[src/rtl/hint_eval_pkg.sv]
package hint_eval_pkg;

    typedef enum logic [1:0] {
        ST_COLLECT  = 2'd0,
        ST_VERDICT  = 2'd1,
        ST_ANNOUNCE = 2'd2
    } eval_state_t;

endpackage

[src/rtl/hint_window_timer.sv]
module hint_window_timer #(
    parameter int WINDOW = 2000
) (
    input  logic clk,
    input  logic rst_n,
    output logic win_end_o
);
    localparam int PW = (WINDOW > 1) ? $clog2(WINDOW) : 1;
    localparam logic [PW-1:0] LAST = PW'(WINDOW - 1);

    logic [PW-1:0] tick_q;

    always_ff @(posedge clk) begin
        if (!rst_n) begin
            tick_q <= '0;
        end else if (tick_q == LAST) begin
            tick_q <= '0;
        end else begin
            tick_q <= tick_q + 1'b1;
        end
    end

    assign win_end_o = (tick_q == LAST);

    // the timer restarts right after the last count of a window
    a_r5_window_wrap: assert property (@(posedge clk) disable iff (!rst_n)
        (tick_q == LAST) |=> (tick_q == '0));

    // a window end is never two cycles in a row
    a_r5_end_single: assert property (@(posedge clk) disable iff (!rst_n)
        win_end_o |=> !win_end_o);

endmodule

[src/rtl/hint_score_counter.sv]
module hint_score_counter #(
    parameter int CNT_W = 8
) (
    input  logic             clk,
    input  logic             rst_n,
    input  logic             up_i,
    input  logic             dn_i,
    input  logic             reload_i,
    output logic             msb_o
);
    localparam logic [CNT_W-1:0] HALF = CNT_W'(1) << (CNT_W - 1);
    localparam logic [CNT_W-1:0] TOP  = '1;

    logic [CNT_W-1:0] score_q;

    always_ff @(posedge clk) begin
        if (!rst_n) begin
            score_q <= HALF;
        end else if (reload_i) begin
            score_q <= HALF;
        end else if (up_i && !dn_i && score_q != TOP) begin
            score_q <= score_q + 1'b1;
        end else if (dn_i && !up_i && score_q != '0) begin
            score_q <= score_q - 1'b1;
        end
    end

    assign msb_o = score_q[CNT_W-1];

    // no wrap past the top rail
    a_r3_no_overflow: assert property (@(posedge clk) disable iff (!rst_n)
        (!reload_i && up_i && !dn_i && score_q == TOP) |=> (score_q == TOP));

    // no wrap past zero
    a_r3_no_underflow: assert property (@(posedge clk) disable iff (!rst_n)
        (!reload_i && dn_i && !up_i && score_q == '0) |=> (score_q == '0));

    // simultaneous pulses cancel
    a_r2_cancel: assert property (@(posedge clk) disable iff (!rst_n)
        (!reload_i && up_i && dn_i) |=> $stable(score_q));

    // reload lands on half scale
    a_r4_reload_half: assert property (@(posedge clk) disable iff (!rst_n)
        reload_i |=> (score_q == HALF));

endmodule

[src/rtl/hint_eval_ctrl.sv]
module hint_eval_ctrl
    import hint_eval_pkg::*;
#(
    parameter int NUM_TYPES = 3,
    parameter int ID_W      = 6
) (
    input  logic                 clk,
    input  logic                 rst_n,
    input  logic                 win_end_i,
    input  logic [NUM_TYPES-1:0] score_msb_i,
    input  logic [ID_W-1:0]      producer_id_i,
    output logic                 reload_o,
    output logic [NUM_TYPES-1:0] type_en_o,
    output logic                 report_valid_o,
    output logic [NUM_TYPES-1:0] report_mask_o,
    output logic [ID_W-1:0]      report_id_o,
    output logic                 resync_o
);
    localparam int MAJORITY = NUM_TYPES / 2;

    eval_state_t          state_q, state_d;
    logic [NUM_TYPES-1:0] en_q;
    logic [ID_W-1:0]      id_q;
    logic [NUM_TYPES-1:0] off_mask;
    logic                 any_off;
    logic                 too_many_off;

    // state register
    always_ff @(posedge clk) begin
        if (!rst_n) begin
            state_q <= ST_COLLECT;
        end else begin
            state_q <= state_d;
        end
    end

    // transitions
    always_comb begin
        state_d = state_q;
        unique case (state_q)
            ST_COLLECT:  if (win_end_i) state_d = ST_VERDICT;   // T_WINDOW_END
            ST_VERDICT:  state_d = ST_ANNOUNCE;                 // T_PUBLISH
            ST_ANNOUNCE: state_d = ST_COLLECT;                  // T_RESUME
            default:     state_d = ST_COLLECT;
        endcase
    end

    // verdict registers
    always_ff @(posedge clk) begin
        if (!rst_n) begin
            en_q <= '1;
            id_q <= '0;
        end else if (state_q == ST_VERDICT) begin
            en_q <= score_msb_i;
            id_q <= producer_id_i;
        end
    end

    assign off_mask     = ~en_q;
    assign any_off      = |off_mask;
    assign too_many_off = ($countones(off_mask) > MAJORITY);

    // outputs
    always_comb begin
        reload_o       = 1'b0;
        report_valid_o = 1'b0;
        report_mask_o  = '0;
        report_id_o    = '0;
        resync_o       = 1'b0;
        unique case (state_q)
            ST_COLLECT: ;
            ST_VERDICT: reload_o = 1'b1;
            ST_ANNOUNCE: begin
                if (any_off) begin
                    report_valid_o = 1'b1;
                    report_mask_o  = off_mask;
                    report_id_o    = id_q;
                end
                resync_o = too_many_off;
            end
            default: ;
        endcase
    end

    assign type_en_o = en_q;

    // enables move only on the edge leaving the verdict state
    a_r6_en_hold: assert property (@(posedge clk) disable iff (!rst_n)
        (state_q != ST_VERDICT) |=> $stable(type_en_o));

    // resync is a single-cycle pulse
    a_r8_resync_pulse: assert property (@(posedge clk) disable iff (!rst_n)
        resync_o |=> !resync_o);

    // resync always travels with a report
    a_r8_resync_with_report: assert property (@(posedge clk) disable iff (!rst_n)
        resync_o |-> report_valid_o);

    // report strobe lasts one cycle
    a_r7_report_single: assert property (@(posedge clk) disable iff (!rst_n)
        report_valid_o |=> !report_valid_o);

    // reload only follows a window end
    a_r4_reload_after_end: assert property (@(posedge clk) disable iff (!rst_n)
        $rose(reload_o) |-> $past(win_end_i));

endmodule

[src/rtl/hint_eval_unit.sv]
module hint_eval_unit #(
    parameter int NUM_TYPES = 3,
    parameter int CNT_W     = 8,
    parameter int WINDOW    = 2000,
    parameter int ID_W      = 6
) (
    input  logic                 clk,
    input  logic                 rst_n,
    input  logic [NUM_TYPES-1:0] useful_i,
    input  logic [NUM_TYPES-1:0] wasted_i,
    input  logic [ID_W-1:0]      producer_id_i,
    output logic [NUM_TYPES-1:0] type_en_o,
    output logic                 report_valid_o,
    output logic [NUM_TYPES-1:0] report_mask_o,
    output logic [ID_W-1:0]      report_id_o,
    output logic                 resync_o
);
    logic                 win_end;
    logic                 reload;
    logic [NUM_TYPES-1:0] score_msb;

    hint_window_timer #(.WINDOW(WINDOW)) u_timer (
        .clk       (clk),
        .rst_n     (rst_n),
        .win_end_o (win_end)
    );

    for (genvar g = 0; g < NUM_TYPES; g++) begin : g_score
        hint_score_counter #(.CNT_W(CNT_W)) u_score (
            .clk      (clk),
            .rst_n    (rst_n),
            .up_i     (useful_i[g]),
            .dn_i     (wasted_i[g]),
            .reload_i (reload),
            .msb_o    (score_msb[g])
        );
    end

    hint_eval_ctrl #(.NUM_TYPES(NUM_TYPES), .ID_W(ID_W)) u_ctrl (
        .clk            (clk),
        .rst_n          (rst_n),
        .win_end_i      (win_end),
        .score_msb_i    (score_msb),
        .producer_id_i  (producer_id_i),
        .reload_o       (reload),
        .type_en_o      (type_en_o),
        .report_valid_o (report_valid_o),
        .report_mask_o  (report_mask_o),
        .report_id_o    (report_id_o),
        .resync_o       (resync_o)
    );

endmodule

[config.mk]
export PLATFORM = sky130hd
export DESIGN_NAME = hint_eval_unit
export DESIGN_NICKNAME = d
export VERILOG_FILES = /design/src/rtl/hint_eval_pkg.sv /design/src/rtl/hint_window_timer.sv /design/src/rtl/hint_score_counter.sv /design/src/rtl/hint_eval_ctrl.sv /design/src/rtl/hint_eval_unit.sv
export SDC_FILE = /design/constraint.sdc
export NUM_CORES = 1
export LEC_CHECK = 0
export ABC_AREA = 1
export BUFFER_PORTS_ARGS = -buffer_cell sky130_fd_sc_hd__clkbuf_2
export CORE_MARGIN = 2
export CORE_UTILIZATION = 35
export CTS_CLUSTER_DIAMETER = 150
export DETAILED_ROUTE_END_ITERATION = 6
export GPL_ROUTABILITY_DRIVEN = 0
export GPL_TIMING_DRIVEN = 0
export PLACE_DENSITY_LB_ADDON = 0.25
export SLEW_MARGIN = 20
export SYNTH_ARGS = -nofsm -noshare
export SYNTH_HDL_FRONTEND = slang
export SYNTH_SLANG_ARGS = --single-unit
[constraint.sdc]
create_clock -name clk -period 1.9 [get_ports clk]
set_clock_uncertainty 0.05 [all_clocks]
set_input_delay 0.38 -clock clk [delete_from_list [all_inputs] [get_ports clk]]
set_output_delay 0.38 -clock clk [all_outputs]
set_load 0.02 [all_outputs]
==> Word level (Yosys, flattened, before mapping) <==
Cells that the tools add are included.
{ "op_classes": {"n_bitwise": 2, "add_sub_neg": 9, "n_eq_ne": 7, "n_lt_le_gt_ge": 1, "n_reduce_logical": 28, "n_mux": 16} }
{ "op_table": {"columns": ["operator", "count"], "rows": [
  ["8-bit two-way mux", 6],
  ["32-bit by 1-bit adder with 32-bit output", 1],
  ["32-bit by 2-bit greater-than comparator with 1-bit output, second input constant", 1],
  ["8-bit by 1-bit adder with 8-bit output, second input constant", 3],
  ["8-bit != test, second input constant", 3],
  ["8-bit nonzero test", 3],
  ["8-bit by 1-bit subtractor with 8-bit output, second input constant", 3],
  ["1-bit logical AND", 12],
  ["6-bit two-way mux", 2],
  ["11-bit by 1-bit adder with 11-bit output, second input constant", 1],
  ["11-bit equality test, second input constant", 1],
  ["1-bit zero test", 6],
  ["3-bit two-way mux", 2],
  ["2-bit nonzero test", 3],
  ["1-bit two-way mux", 4],
  ["2-bit one-hot mux with 2 select lines", 1],
  ["2-bit OR reduction", 2],
  ["3-bit NOT", 1],
  ["3-bit OR reduction", 1],
  ["1-bit by 1-bit adder with 2-bit output", 1],
  ["2-bit by 1-bit equality test with 1-bit output, second input constant", 1],
  ["2-bit equality test, second input constant", 1],
  ["2-bit zero test", 1],
  ["2-bit two-way mux", 1],
  ["2 further kinds", 2]
]} }
{ "word_totals": {"elab_cells": 70, "inputBits": 14, "out_inout_bits": 14, "ff_bits": 46} }

==> Depth between registers and ports, before layout <==
Gate-level depths: netlist (run 1).
{ "depth": {"word_depth": 5, "depth_mapped": 13} }

==> Modules after synthesis <==
A second synthesis (run 1) with hierarchy kept.
{ "hier_totals": {"cells_unflattened": 484, "hier_area_um2": 3061.7} }
{ "by_module_without_submodules": {"columns": ["module", "area_per_inst_um2", "cells_each", "instances"], "rows": [
  ["hint_score_counter (g_score[1].u_score ...)", 653.1, 104, 2],
  ["hint_score_counter (g_score[0].u_score)", 649.4, 103, 1],
  ["hint_eval_ctrl", 553.0, 87, 1],
  ["hint_window_timer", 553.0, 86, 1]
]} }

==> Least setup slack after synthesis (run 1) <==
Ideal clock, no wire load.
{ "synth_path": {"path_type": "reg-to-reg", "startpoint": "register g_score[2].u_score.score_q[0]", "endpoint": "register g_score[2].u_score.score_q[5]", "path_slack_ns": -0.165, "path_buffers": 0, "setup_ns": 0.117, "required_time_ns": 1.733, "stages_incl_launch_ff": 13, "t_arrival_ns": 1.898, "synth_period_minus_slack_ns": 2.065, "cell_sequence": "dfxtp_1 nand2_1 nor2_1 nand2_1 nand3_1 ha_1 or2_2 nand2_1 o21ai_0 nand2_1 nand2_1 nor2_1 nor2_1"} }
{ "synth_via": {"elab_chain_cells": 3, "elab_cells_between_ends": 9, "classes_between": "2 x add/sub; 1 x eq/ne; 2 x mux; 4 x reduce/logical"} }
{ "synth_rtl": {"columns": ["element", "line", "text"], "rows": [
  ["start, declared", "hint_score_counter.sv:14", "logic [CNT_W-1:0] score_q;"],
  ["start signal, assigned", "hint_score_counter.sv:22", "score_q <= score_q + 1'b1;"],
  ["start signal, assigned", "hint_score_counter.sv:24", "score_q <= score_q - 1'b1;"],
  ["8-bit by 1-bit subtractor with 8-bit output (tied with other cells)", "hint_score_counter.sv:24", null],
  ["8-bit two-way mux (tied with other cells)", "hint_score_counter.sv:23", "end else if (dn_i && !up_i && score_q != '0) begin"],
  ["8-bit two-way mux or 2-bit nonzero test (tied branches)", null, null]
]} }
Several ways; a longest one is shown, not always the timed one. The select of a mux whose other input is x is not followed.
A chain may end at the register's enable or synchronous reset.

==> Worst setup path after layout (run 1) <==
{ "layout_path": {"startpoint": "register g_score[2].u_score.score_q[6]", "endpoint": "register g_score[2].u_score.score_q[7]"} }
The elaborated chain is that of the path after synthesis.

==> impl_metrics.yaml, run 1 <==
finish:
  layout-drive-gt1-share: 0.397
  fin_util: 0.516
  area_growth_pct: 44.6
  nets: 558
  n_antenna_cell: 0
sta:
  setup_viol: 2
  fin_setup_tns_ps: -40.9
  hold_ws_ps: 225
  period_needed_ps: 1920
  period_share: 1.01
  hold_viol: 0
  rsz0062_at_grt: "true"
  drv_slew: 0
  fmax_mhz: 520
  tightest_slew_ps: 501
  max_slew_margin: 0.665
  fin_ws_ps: -23.1
hold_path:
  hold_class: "input pin to flip-flop"
yosys:
  synthArstFlopShare: 0
  synth_top_area_frac: 0.317
  syn_inst: 438
  ys_types: 28
  syn_avg_cell_area_um2: 6.62
  yosysMostFrequentCell: "nand2_1"
  synth-seq-cells: 46
  ys.flop_type: "dfxtp_1"
  synthTopCellsByArea: "dfxtp_1, nand2_1, nor2_1, ha_1, inv_1"
  synth_area_um2: 2900
  synth_commonest_cells: "nand2_1, nor2_1, inv_1"
  yosysWarnings: 0
  synth_largest_area_cell: "dfxtp_1"
  ys_seq_area_frac: 0.317
  synth_nets: 478
  synth_edf_count: 0
routing:
  routed_wl_um: 7740
  vias: 2976
  wire_per_inst_um: 12.4
  final_antenna_net_count: 0
  firstDrtPassIters: 4
  viasPerCell: 4.77
  drt_iter0_drc: 93
  drc_errors: 0
setup_path:
  critPathRequiredTime_ps: 2040
  critPathMaxFanout: 8
  cp-start-kind: "flip-flop"
  arrival_ps: 2070
  crit_path_end_kind: "flip-flop"
  crit_type: "flip-flop to flip-flop"
cts:
  clk_latency_ps: 300
  cts_buffer_depth: 2
  h-tree-depth: 2
  cts_root_buf: "clkbuf_8"
  cts_tree: "yes"
  ctsHoldBuffers: 0
  cts_buffers: 5
  cts.sinks: 46
  cts.clk_slew.worst_paths_ps: 90
global_routing:
  antenna_found_initial: 0
  grt_pass1_vias: 2619
  grt-ovfl-total: 0
  grt_max_degree: 15
  grt_pass1_wl_um: 11700
  grt_util_all_layers: 0.162
power:
  ir_drop_mv: 0.343
  power_uw: 3190
  p_per_area_nw_per_um2: 761
  p_leak_uw: 0.00188
status:
  failed_checks: "negative setup slack"
  status: "finished with violations"
floorplanning:
  die_area_um2: 9030
  core-area_um2: 8130
  die_h_um: 95.1
  initial_utilization: 0.357
  die_width_um: 95.1
  io_pins: 28
  rows: 33
placed_design:
  dp_hpwl_um: 4750
  place_ws_ps: -268
  io_buffer_count: 27
job:
  cap_viol_max_count: 0
[flip-flops by register name, indices dropped and copies added, names as in the netlist]
| register | flops |
|---|---|
| u_ctrl.type_en_o | 3 |
| g_score.u_score.score_q | 24 |
| u_timer.tick_q | 11 |
| u_ctrl.id_q | 6 |
| u_ctrl.state_q | 2 |
[final timing paths]
path,end,slack [ps],start,cells past startpoint
setup / recovery,g_score[2].u_score.score_q[7],-20,g_score[2].u_score.score_q[6],14
hold reg to reg,u_ctrl.state_q[0],370,u_ctrl.state_q[1],1
setup reg to reg,g_score[2].u_score.score_q[7],-20,g_score[2].u_score.score_q[6],14
hold / removal,u_ctrl.id_q[1],220,producer_id_i[1],3
[cell families after synthesis]
logic type	after synthesis	share of synthesized area
AOI/OAI and AO/OA	50	0.0923
xor gates and xnor gates	13	0.0392
DFF	46	0.317
buffers and inverters	61	0.0832
and+or+nand+nor	242	0.348
adders and majority gates	26	0.120
[what timing repair did]
item | CTS | global route
gates cloned | 0 | 1
setup buffers | 17 | 28
pin swaps | 7 | 55
setup endpoints to repair | 22 | 25
resized for setup | 51 | 108
[critical path, stage by stage, from the launching register on]
cell and delay, ps:
dfxtp_4 370, nand2_4 70, nor2_4 40, nand2_2 70
nand3_4 100, buf_12 170, buf_4 140, ha_4 280
nand2_4 60, nor2_4 100, nand3_2 110, nand3_2 100
nand2_1 60, nand2_1 60, nand3_1 50
[power by group]
| part | leakage (uW) | total, uW | switching, uW | internal [uW] |
|---|---|---|---|---|
| registers | 0.000390 | 1160 | 88.5 | 1070 |
| logic | 0.00144 | 1360 | 729 | 629 |
| clock network | 0.0000544 | 676 | 342 | 334 |
[cells in the final DEF, fill, tap and decap left out, drive strengths merged]
master	synthesis	routed
nand3	27	27
clkbuf	0	25
nand2	108	109
nor3	4	4
or2	2	2
xor2	8	8
a21oi	13	13
nor2	90	90
o21bai	2	2
ha	23	23
inv	58	58
xnor2	5	5
a31oi	4	4
dfxtp	46	46
o21ai	28	28
nand4	7	7
clkinv	0	1
nor3b	2	2
buf	3	57
nor4	2	2
a22oi	3	3
fa	3	3
[final cells by class]
| type | instances | area (um^2) |
|---|---|---|
| Buffer | 3 | 23.8 |
| Clock buffer | 7 | 96.3 |
| Clock inverter | 1 | 8.76 |
| Fill cell | 745 | 3940 |
| Inverter | 58 | 218 |
| Multi-Input combinational cell | 332 | 2200 |
| Sequential cell | 46 | 1010 |
| Tap cell | 105 | 131 |
| Timing Repair Buffer | 72 | 502 |
[routing by layer]
layer | share of wire | up-vias | global-route usage | routed length [um]
li1 | - | 1563 | - | -
met1 | 0.47 | 1335 | 0.210 | 3620
met2 | 0.48 | 58 | 0.278 | 3690
met3 | 0.034 | 20 | 0.0285 | 264
met4 | 0.021 | 0 | 0.0435 | 165
met5 | 0 | - | 0 | 0
[stage by stage]
step	instance area, um^2	std cells
3_3_place_gp	3180	570
3_5_place_dp	3180	570
5_1_grt	4200	624
2_1_floorplan	2920	438
6_report	4200	624
4_1_cts	3620	595
Note: power is estimated with default switching activity, not from simulation.
==> run 2, diff against run 1 <==
--- a/config.mk
+++ b/config.mk
@@ -5,7 +5,6 @@
 export SDC_FILE = /design/constraint.sdc
 export NUM_CORES = 1
 export LEC_CHECK = 0
-export ABC_AREA = 1
 export BUFFER_PORTS_ARGS = -buffer_cell sky130_fd_sc_hd__clkbuf_2
 export CORE_MARGIN = 2
 export CORE_UTILIZATION = 35
==> run 2 against run 1 <==
  * Sequential share of layout area up 1.5 points
  * The run still ends with negative setup slack left
  * Critical endpoint is now g_score[0].u_score.score_q[6]
  * First-iteration DRC count is 3.2% lower
  * Worst setup slack worse by 280 ps
==> impl_metrics.yaml, run 2 <==
status:
  status: "finished with violations"
  failed_checks: "negative setup slack"
cts:
  clk_latency_ps: 300
  cts_buffer_depth: 2
  cts_root_buf: "clkbuf_8"
  cts.sinks: 46
  h-tree-depth: 2
  cts_buffers: 5
  cts.clk_slew.worst_paths_ps: 90
  cts_tree: "yes"
floorplanning:
  io_pins: 28
  die_h_um: 90.9
  die_width_um: 90.9
  initial_utilization: 0.362
  die_area_um2: 8260
  core-area_um2: 7290
  rows: 31
yosys:
  synthArstFlopShare: 0
  synth_edf_count: 0
  synth_top_area_frac: 0.348
  syn_inst: 298
  synth_nets: 338
  synth_commonest_cells: "dfxtp_1, a21oi_1, nor2_1"
  synth_area_um2: 2640
  yosysWarnings: 0
  ys_seq_area_frac: 0.348
  yosysMostFrequentCell: "dfxtp_1"
  ys.flop_type: "dfxtp_1"
  ys_types: 33
  synth_largest_area_cell: "dfxtp_1"
  synthTopCellsByArea: "dfxtp_1, ha_1, a21oi_1, nor2_1, xnor2_1"
  syn_avg_cell_area_um2: 8.87
  synth-seq-cells: 46
setup_path:
  arrival_ps: 2350
  crit_slowest_cell: "dfxtp_4"
  cp_cell_sequence: "nand4_1 > o211ai_4 > buf_12 > buf_6 > fa_2 > a211oi_2 > o21bai_1 > a21oi_1 > xor2_1 > o22ai_1"
  crit_type: "flip-flop to flip-flop"
  critPathMaxFanout: 5
  cp-start-kind: "flip-flop"
  crit_path_end_kind: "flip-flop"
  critPathTopFamily: "compound AO/OA/AOI/OAI gates"
  cp_slowest_stage_delay_ps: 350
  path_buf_inv: 2
  critPathRequiredTime_ps: 2040
routing:
  wire_per_inst_um: 14.6
  vias: 2603
  routed_wl_um: 7100
  drt_iter0_drc: 90
  final_antenna_net_count: 0
  drc_errors: 0
  viasPerCell: 5.36
  firstDrtPassIters: 4
finish:
  final_cell_mix: "buf_4, nor2_1, clkbuf_2"
  seq_area_um2: 1000
  top_register: "g_score.u_score.score_q"
  nets: 426
  largestRegisters: "g_score.u_score.score_q: 24 flops, u_timer.tick_q: 11 flops, u_ctrl.id_q: 6 flops"
  final_area_um2: 3920
  fin_util: 0.538
  area_growth_pct: 48.3
  largest_reg_flops: 24
  layout-drive-gt1-share: 0.411
  fillers: 668
  layout_commonest_cell: "buf_4"
  n_antenna_cell: 0
  multi_input_area_um2: 2010
sta:
  hold_viol: 0
  fmax_mhz: 453
  period_needed_ps: 2210
  tightest_slew_ps: 649
  fin_ws_ps: -308
  period_share: 1.16
  setup_viol: 15
  fin_setup_tns_ps: -3040
  drv_slew: 0
  rsz0062_at_grt: "true"
  max_slew_margin: 0.564
placed_design:
  dp_hpwl_um: 4250
  place_ws_ps: -480
  dpl-instance-area_um2: 3120
  io_buffer_count: 27
global_routing:
  grt_max_degree: 16
  grt_util_all_layers: 0.170
  grt_pass1_vias: 2419
  grt_pass1_wl_um: 11600
  antenna_found_initial: 0
  grt-ovfl-total: 0
power:
  p_leak_uw: 0.00166
  ir_drop_mv: 0.366
  p_per_area_nw_per_um2: 886
hold_path:
  hold_class: "input pin to flip-flop"
job:
  cap_viol_max_count: 0
==> run 2: worst register-to-register path, cell delays in order (launching register included) <==
cell,delay [ps]
dfxtp_4,350
nand4_1,130
o211ai_4,140
buf_12,160
buf_6,110
fa_2,340
a211oi_2,230
o21bai_1,120
a21oi_1,200
xor2_1,180
o22ai_1,90
==> run 2: final timing paths <==
path	from	to	slack [ps]	depth (start not counted)
hold reg to reg	u_timer.tick_q[0]	u_timer.tick_q[0]	410	1
hold / removal	producer_id_i[0]	u_ctrl.id_q[0]	240	2
setup reg to reg	g_score[0].u_score.score_q[2]	g_score[0].u_score.score_q[6]	-310	10
setup / recovery	g_score[0].u_score.score_q[2]	g_score[0].u_score.score_q[6]	-310	10
==> run 2: final cells by class <==
class                           instances  area share
Sequential cell                        46       0.256
Inverter                                9     0.00862
Multi-Input combinational cell        242       0.514
Buffer                                  3     0.00287
Timing Repair Buffer                   79       0.154
Clock inverter                          2     0.00989
Clock buffer                            6      0.0239
Tap cell                               99      0.0316
==> run 2: kinds of logic after synthesis <==
family	count (synthesis)	synth area share
AOI/OAI and AO/OA	97	0.250
and+or+nand+nor	96	0.183
DFF	46	0.348
adders and majority gates	26	0.132
xor gates and xnor gates	21	0.0696
buffers and inverters	12	0.0170
==> run 2: layer usage <==
layer | vias up | track usage | part of all wire
li1 | 1298 | - | -
met1 | 1245 | 0.224 | 0.47
met2 | 52 | 0.289 | 0.48
met3 | 8 | 0.0292 | 0.033
met4 | 0 | 0.0455 | 0.013
met5 | - | 0 | 0
==> run 2: through the flow <==
stage,total power (uW),hold slack (ps),std cells
3_3_place_gp,2200,381,424
5_1_grt,3680,246,486
2_1_floorplan,2020,363,298
6_report,3470,242,486
4_1_cts,3320,234,473
3_5_place_dp,2220,396,424
==> run 2: timing repair <==
action | CTS | global route
hold buffers | 0 | 0
cloned | 3 | 0
resized for setup | 40 | 22
pin swaps | 28 | 30
setup buffers | 38 | 13
endpoints found under the setup margin | 28 | 23
==> run 2: power by group <==
| part | total [uW] | switching [uW] | internal, uW |
|---|---|---|---|
| Sequential | 1170 | 79.6 | 1100 |
| Combinational | 1470 | 707 | 760 |
| Clock | 831 | 356 | 474 |
| Total | 3470 | 1140 | 2330 |
